$ cat config.mk
export PLATFORM = sky130hd
export DESIGN_NAME = ata_pio_strobe_gen
export DESIGN_NICKNAME = d
export VERILOG_FILES = /design/src/rtl/ata_pio_pkg.sv /design/src/rtl/ata_pio_timing_regs.sv /design/src/rtl/ata_pio_phase_seq.sv /design/src/rtl/ata_pio_data_path.sv /design/src/rtl/ata_pio_strobe_gen.sv
export SDC_FILE = /design/constraint.sdc
export NUM_CORES = 1
export LEC_CHECK = 0
export CAP_MARGIN = 40
export CORE_ASPECT_RATIO = 0.9
export CORE_MARGIN = 3
export CORE_UTILIZATION = 45
export DETAILED_ROUTE_END_ITERATION = 8
export PLACE_DENSITY_LB_ADDON = 0.25
export SYNTH_ARGS = -nofsm -noshare
export SYNTH_HDL_FRONTEND = slang
export SYNTH_SLANG_ARGS = --single-unit
$ cat constraint.sdc
create_clock -name clk -period 1.9 [get_ports clk]
set_input_delay 0.38 -clock clk [delete_from_list [all_inputs] [get_ports clk]]
set_output_delay 0.38 -clock clk [all_outputs]
set_load 0.02 [all_outputs]
$ cat src/rtl/ata_pio_pkg.sv
package ata_pio_pkg;

  typedef enum logic [1:0] {
    PH_IDLE   = 2'd0,
    PH_SETUP  = 2'd1,
    PH_ACTIVE = 2'd2,
    PH_RECOV  = 2'd3
  } pio_phase_e;

  localparam int LEN_W = 5;

  // active nibble: zero wraps to the maximum
  function automatic logic [LEN_W-1:0] act_clocks(input logic [3:0] nib);
    return (nib == 4'd0) ? LEN_W'(16) : {1'b0, nib};
  endfunction

  // recovery nibble: zero is the maximum, all ones is the minimum
  function automatic logic [LEN_W-1:0] rec_clocks(input logic [3:0] nib);
    logic [LEN_W-1:0] r;
    if (nib == 4'd0)       r = LEN_W'(16);
    else if (nib == 4'hF)  r = LEN_W'(1);
    else                   r = {1'b0, nib} + LEN_W'(1);
    return r;
  endfunction

  function automatic logic [LEN_W-1:0] setup_clocks(input logic [1:0] code);
    logic [LEN_W-1:0] r;
    unique case (code)
      2'b01:   r = LEN_W'(2);
      2'b10:   r = LEN_W'(3);
      2'b00:   r = LEN_W'(4);
      default: r = LEN_W'(5);
    endcase
    return r;
  endfunction

endpackage

$ cat src/rtl/ata_pio_timing_regs.sv
module ata_pio_timing_regs #(
  parameter int CHAN_W = 1,
  parameter int DEV_W  = 1,
  parameter int CFG_AW = 3
) (
  input  logic              clk,
  input  logic              rst_n,
  input  logic              cfg_we,
  input  logic [CFG_AW-1:0] cfg_addr,
  input  logic [7:0]        cfg_wdata,
  input  logic [CHAN_W-1:0] sel_chan,
  input  logic [DEV_W-1:0]  sel_dev,
  output logic [7:0]        sel_timing,
  output logic [1:0]        sel_setup
);
  localparam int NCHAN  = 1 << CHAN_W;
  localparam int NDEV   = 1 << DEV_W;
  localparam int NSLOT  = NCHAN * NDEV;
  localparam int NSETUP = NDEV + NCHAN - 1;
  localparam int SUW    = (NSETUP > 1) ? $clog2(NSETUP) : 1;

  logic [7:0] tim_q   [NSLOT];
  logic [1:0] setup_q [NSETUP];
  logic [SUW-1:0] sidx;

  always_ff @(posedge clk or negedge rst_n) begin
    if (!rst_n) begin
      for (int i = 0; i < NSLOT; i++)  tim_q[i]   <= 8'h00;
      for (int j = 0; j < NSETUP; j++) setup_q[j] <= 2'b11;
    end else if (cfg_we) begin
      for (int i = 0; i < NSLOT; i++)
        if (cfg_addr == CFG_AW'(i)) tim_q[i] <= cfg_wdata;
      for (int j = 0; j < NSETUP; j++)
        if (cfg_addr == CFG_AW'(NSLOT + j)) setup_q[j] <= cfg_wdata[7:6];
    end
  end

  // channel 0 devices own a setup register each, later channels share one
  always_comb begin
    if (sel_chan == '0) sidx = SUW'(sel_dev);
    else                sidx = SUW'(NDEV + int'(sel_chan) - 1);
  end

  assign sel_timing = tim_q[{sel_chan, sel_dev}];
  assign sel_setup  = setup_q[sidx];

endmodule

$ cat src/rtl/ata_pio_phase_seq.sv
module ata_pio_phase_seq
  import ata_pio_pkg::*;
(
  input  logic             clk,
  input  logic             rst_n,
  input  logic             start,
  input  logic [LEN_W-1:0] setup_len,
  input  logic [LEN_W-1:0] act_len,
  input  logic [LEN_W-1:0] rec_len,
  output pio_phase_e       phase,
  output logic             accept,
  output logic             last_active,
  output logic             done
);
  logic [LEN_W-1:0] cnt;
  logic [LEN_W-1:0] act_q, rec_q;
  logic             cnt_zero;

  assign cnt_zero    = (cnt == '0);
  assign accept      = (phase == PH_IDLE) && start;
  assign last_active = (phase == PH_ACTIVE) && cnt_zero;

  always_ff @(posedge clk or negedge rst_n) begin
    if (!rst_n) begin
      phase <= PH_IDLE;
      cnt   <= '0;
      act_q <= '0;
      rec_q <= '0;
      done  <= 1'b0;
    end else begin
      done <= 1'b0;
      unique case (phase)
        PH_IDLE: if (start) begin
          phase <= PH_SETUP;
          cnt   <= setup_len - LEN_W'(1);
          act_q <= act_len;
          rec_q <= rec_len;
        end
        PH_SETUP: if (cnt_zero) begin
          phase <= PH_ACTIVE;
          cnt   <= act_q - LEN_W'(1);
        end else cnt <= cnt - LEN_W'(1);
        PH_ACTIVE: if (cnt_zero) begin
          phase <= PH_RECOV;
          cnt   <= rec_q - LEN_W'(1);
        end else cnt <= cnt - LEN_W'(1);
        PH_RECOV: if (cnt_zero) begin
          phase <= PH_IDLE;
          done  <= 1'b1;
        end else cnt <= cnt - LEN_W'(1);
      endcase
    end
  end


  setup_entry_chk: assert property (@(posedge clk) disable iff (!rst_n)
    (phase == PH_SETUP && $past(phase) != PH_SETUP) |-> $past(phase) == PH_IDLE);


  act_entry_chk: assert property (@(posedge clk) disable iff (!rst_n)
    (phase == PH_ACTIVE && $past(phase) != PH_ACTIVE) |-> $past(phase) == PH_SETUP);


  done_after_recov_chk: assert property (@(posedge clk) disable iff (!rst_n)
    done |-> $past(phase) == PH_RECOV);

endmodule

$ cat src/rtl/ata_pio_data_path.sv
module ata_pio_data_path
  import ata_pio_pkg::*;
#(
  parameter int DATA_W = 16
) (
  input  logic              clk,
  input  logic              rst_n,
  input  logic              accept,
  input  logic              start_rw,
  input  logic [DATA_W-1:0] wdata,
  input  pio_phase_e        phase,
  input  logic              last_active,
  input  logic [DATA_W-1:0] dd_in,
  output logic              rw_q,
  output logic [DATA_W-1:0] dd_out,
  output logic              dd_oe,
  output logic [DATA_W-1:0] rdata
);
  logic rd_capture;

  assign rd_capture = last_active && !rw_q;
  assign dd_oe      = rw_q && (phase == PH_SETUP || phase == PH_ACTIVE);

  always_ff @(posedge clk or negedge rst_n) begin
    if (!rst_n) begin
      rw_q   <= 1'b0;
      dd_out <= '0;
      rdata  <= '0;
    end else begin
      if (accept) begin
        rw_q   <= start_rw;
        dd_out <= wdata;
      end
      if (rd_capture) rdata <= dd_in;
    end
  end


  wdata_hold_chk: assert property (@(posedge clk) disable iff (!rst_n)
    (dd_oe && $past(dd_oe)) |-> $stable(dd_out));


  rdata_hold_chk: assert property (@(posedge clk) disable iff (!rst_n)
    !$past(rd_capture) |-> $stable(rdata));

endmodule

$ cat src/rtl/ata_pio_strobe_gen.sv
module ata_pio_strobe_gen
  import ata_pio_pkg::*;
#(
  parameter int CHAN_W = 1,
  parameter int DEV_W  = 1,
  parameter int CFG_AW = 3,
  parameter int DATA_W = 16
) (
  input  logic              clk,
  input  logic              rst_n,
  input  logic              cfg_we,
  input  logic [CFG_AW-1:0] cfg_addr,
  input  logic [7:0]        cfg_wdata,
  input  logic              start,
  input  logic              start_rw,
  input  logic [CHAN_W-1:0] start_chan,
  input  logic [DEV_W-1:0]  start_dev,
  input  logic [DATA_W-1:0] wdata,
  input  logic [DATA_W-1:0] dd_in,
  output logic              busy,
  output logic              addr_valid,
  output logic              rd_stb_n,
  output logic              wr_stb_n,
  output logic [DATA_W-1:0] dd_out,
  output logic              dd_oe,
  output logic [DATA_W-1:0] rdata,
  output logic              done
);
  logic [7:0]       slot_timing;
  logic [1:0]       slot_setup;
  logic [LEN_W-1:0] setup_len, act_len, rec_len;
  pio_phase_e       phase;
  logic             accept, last_active, rw_q;

  ata_pio_timing_regs #(.CHAN_W(CHAN_W), .DEV_W(DEV_W), .CFG_AW(CFG_AW)) u_regs (
    .clk(clk), .rst_n(rst_n), .cfg_we(cfg_we), .cfg_addr(cfg_addr),
    .cfg_wdata(cfg_wdata), .sel_chan(start_chan), .sel_dev(start_dev),
    .sel_timing(slot_timing), .sel_setup(slot_setup)
  );

  assign setup_len = setup_clocks(slot_setup);
  assign act_len   = act_clocks(slot_timing[7:4]);
  assign rec_len   = rec_clocks(slot_timing[3:0]);

  ata_pio_phase_seq u_seq (
    .clk(clk), .rst_n(rst_n), .start(start), .setup_len(setup_len),
    .act_len(act_len), .rec_len(rec_len), .phase(phase), .accept(accept),
    .last_active(last_active), .done(done)
  );

  ata_pio_data_path #(.DATA_W(DATA_W)) u_data (
    .clk(clk), .rst_n(rst_n), .accept(accept), .start_rw(start_rw),
    .wdata(wdata), .phase(phase), .last_active(last_active), .dd_in(dd_in),
    .rw_q(rw_q), .dd_out(dd_out), .dd_oe(dd_oe), .rdata(rdata)
  );

  assign busy       = (phase != PH_IDLE);
  assign addr_valid = (phase != PH_IDLE);
  assign rd_stb_n   = !((phase == PH_ACTIVE) && !rw_q);
  assign wr_stb_n   = !((phase == PH_ACTIVE) && rw_q);


  stb_exclusive_chk: assert property (@(posedge clk) disable iff (!rst_n)
    $onehot0({~rd_stb_n, ~wr_stb_n}));


  stb_needs_addr_chk: assert property (@(posedge clk) disable iff (!rst_n)
    (!rd_stb_n || !wr_stb_n) |-> addr_valid);


  done_not_busy_chk: assert property (@(posedge clk) disable iff (!rst_n)
    done |-> !busy);

endmodule

==> qor.yml <==
status: "finished, violations left"
failed_checks: "negative setup slack"
io_pins: 88
portBuffers: 87
floorplan.die_area_sq_mm: 0.0105
number_of_design_rule_violations_left_by_the_first_detailed_router_iteration: 79
dr_total_vias: 2901
share_of_total_power_in_combinational_logic_pct: 48.6
power_switching_mw: 3.02
drtPass1Iterations: 4
critical_path_required_ns: 2.13
drcViolationCount: 0
grt_first_pass_wirelength_um: 15600
grt.total_usage_pct: 18.4
busiest_layer: "met2"
synthFlopType: "sky130_fd_sc_hd__dfrtp_1"
postSynthRegisterBits: 89
timing.max_cap.violations: 0
power.internal_mw: 5.49
synth.yosys.seq_area_share_pct: 53.2
period_needed_ns: 1.93
finalInstanceArea_sq_mm: 0.00571
grt_remaining_overflow: 0
cts-buffers-inserted: 9
placed_area_sq_mm: 0.00544
syn_area_per_cell_sq_um: 13.5
starting_density_of_the_core_pct: 47.6
synthesis.area_sq_mm: 0.00420
ctsLongestPathBuffers: 2
tritoncts: "built"
critPathCaptureType: "register"
critPathMaxFanout: 4
slew_viol_final: 0
antenna_found_initial: 0
post-place-ws_ns: -0.445
critical_path_class: "reg -> reg"
synth_enable_flop_cells: 0
via_per_inst: 5.21
place_congestion: 0.855
drt_wl_total_um: 9090
final_cell_mix: "sky130_fd_sc_hd__dfrtp_1, sky130_fd_sc_hd__clkdlybuf4s50_1, sky130_fd_sc_hd__mux2_2"
clock_sinks: 89
slack_of_the_critical_path_ns: -0.0344
layout.cells.most_common: "sky130_fd_sc_hd__dfrtp_1"
fmaxAchievable_mhz: 517
syn_nets: 375
cp_data_arrival_time_ns: 2.17
number_of_global_route_vias_before_repair: 3173
pin_count_of_the_biggest_net_entering_global_routing: 46
diodes: 0
layout_area_growth_over_synthesis_pct: 36.0
hold_violations: 0
clock-skew-final_ns: 0.0126
global_route.usage.met2_pct: 31.1
hpwlAfterDp_um: 6760
final-setup-viol-count: 3
clock_power_share_pct: 15.6
setup_repair_after_global_routing_missed_its_margin: "yes"
wl_per_cell_um: 16.3
htreeDepth: 3
clk_latency_ns: 0.35
die_h_um: 97.6
globalRouteMet1Util_pct: 24.0
die-width_um: 108
drive_above_1_share_pct: 37.4
yosys_warnings: 0
netlist_instances: 312
holdCritPathClass: "in -> async"
power_density_mw_per_mm2: 1490
core-area_sq_mm: 0.00881
worst_slew_pin_slew_ns: 0.357
cellLeakagePower_nw: 2.47
post_synth_num_cell_types: 43
num-nets-final: 496
final_antenna_net_count: 0
swShare_pct: 35.5
post_route_utilization_pct: 64.8
fin_tns_setup_ns: -0.0564
startpoint_type_of_the_worst_setup_path: "register"
post-route-period-util_pct: 102
groute.layer.met3.usage_pct: 3.39
slew_headroom_pct: 76.0
clk_transition_reported_paths_ns: 0.09
sequentialPowerShare_pct: 35.8
placementRows: 32
synth-async-reset-ratio_pct: 100
power.ir.vdd_worst_mv: 0.681
root_buffer_cell: "sky130_fd_sc_hd__clkbuf_8"
flip-flops by register name, indices dropped and copies added, names as in the netlist, 2 cells and up:
register and cells:
u_data.dd_out 16, u_data.rdata 16, u_regs.setup_q 6, u_regs.tim_q 32, u_seq.act_q 5, u_seq.cnt 5, u_seq.phase 2, u_seq.rec_q 5
cell usage after synthesis, types with 2 or more instances:
cell type | number | area share [%]
sky130_fd_sc_hd__clkbuf_1 | 5 | 0.45
sky130_fd_sc_hd__a32o_1 | 2 | 0.48
sky130_fd_sc_hd__buf_2 | 3 | 0.36
sky130_fd_sc_hd__xor2_1 | 7 | 1.5
sky130_fd_sc_hd__dfrtp_1 | 83 | 49
sky130_fd_sc_hd__o21ai_0 | 9 | 1.1
sky130_fd_sc_hd__inv_1 | 15 | 1.3
sky130_fd_sc_hd__o22ai_1 | 3 | 0.45
sky130_fd_sc_hd__nand2_1 | 13 | 1.2
sky130_fd_sc_hd__buf_4 | 2 | 0.36
sky130_fd_sc_hd__nand2b_1 | 7 | 1.0
sky130_fd_sc_hd__nand4b_1 | 3 | 0.63
sky130_fd_sc_hd__nor3b_1 | 4 | 0.72
sky130_fd_sc_hd__mux2i_1 | 2 | 0.48
sky130_fd_sc_hd__dfstp_2 | 6 | 3.8
sky130_fd_sc_hd__ha_1 | 13 | 3.9
sky130_fd_sc_hd__a22oi_1 | 4 | 0.72
sky130_fd_sc_hd__mux2_2 | 78 | 21
sky130_fd_sc_hd__o31ai_1 | 3 | 0.54
sky130_fd_sc_hd__mux4_2 | 8 | 4.3
sky130_fd_sc_hd__a21oi_1 | 5 | 0.60
sky130_fd_sc_hd__and2_1 | 3 | 0.45
sky130_fd_sc_hd__buf_1 | 3 | 0.27
sky130_fd_sc_hd__nor3_1 | 5 | 0.60
sky130_fd_sc_hd__nor2_1 | 7 | 0.63
sky130_fd_sc_hd__nor3_2 | 2 | 0.48
area by class of cell:
type,count,area (sq um)
Fill cell,684,3100
Sequential cell,89,2230
Multi-Input combinational cell,195,1890
Timing Repair Buffer,123,1180
Tap cell,119,149
Clock buffer,11,141
Clock inverter,5,63.8
Inverter,15,56.3
final timing paths:
path,startpoint,end,slack [ns],depth (start not counted)
max,u_seq.cnt[0],u_seq.cnt[2],-0.03,7
min,rst_n,u_seq.cnt[4],0.48,2
max reg2reg,u_seq.cnt[0],u_seq.cnt[2],-0.03,7
min reg2reg,u_data.rdata[7],u_data.rdata[7],0.51,1
max in group asynchronous,rst_n,u_regs.setup_q[3],0.80,3
min in group clk,u_data.rdata[7],u_data.rdata[7],0.51,1
worst max-delay path, cell delays in order, from the launching register on:
cell and delay, ns:
sky130_fd_sc_hd__dfrtp_1 0.40, sky130_fd_sc_hd__inv_2 0.08, sky130_fd_sc_hd__ha_4 0.13, sky130_fd_sc_hd__or4b_4 0.48, sky130_fd_sc_hd__a21oi_4 0.21, sky130_fd_sc_hd__buf_4 0.16, sky130_fd_sc_hd__o221ai_2 0.10, sky130_fd_sc_hd__a32o_1 0.26
logic make-up (layout without fill, tap and decap cells):
| group | count (synthesis) | count (layout) | synth area share [%] |
|---|---|---|---|
| DFF | 89 | 89 | 53.2 |
| and+or+nand+nor | 54 | 54 | 7.57 |
| buffers and inverters | 28 | 154 | 2.77 |
| xor gates and xnor gates | 7 | 7 | 1.46 |
| muxes | 88 | 88 | 25.7 |
| AOI/OAI and AO/OA | 33 | 33 | 5.37 |
| adders and majority gates | 13 | 13 | 3.88 |
power groups by stage:
stage	clock (mW)	combinational, mW	sequential [mW]
2_1_floorplan	0	1.96	3.44
3_3_place_gp	0	3.91	3.05
3_5_place_dp	0	4.01	3.08
4_1_cts	1.36	4.09	3.04
5_1_grt	1.45	4.51	3.13
6_report	1.33	4.14	3.04
per-layer routing:
metal | up-vias | share of wire, %
met3 | 20 | 2.6
met1 | 1462 | 44
met4 | 0 | 2.4
met5 | - | 0
met2 | 58 | 51
li1 | 1361 | -
timing repair:
action,in CTS,in global routing
resized for setup,21,10
hold endpoints to repair,23,0
buffers inserted,3,1
endpoints found under the setup margin,14,25
pin swaps,2,2
hold buffers,1,0
metrics by stage:
step	cells	hold WS, ns	power (mW)
floorplan	312	0.0844	5.40
global placement	536	0.320	6.95
detailed placement	536	0.325	7.08
CTS	556	0.482	8.49
global route	557	0.498	9.09
finish	557	0.480	8.51
Power figures use the tool's default switching activity.
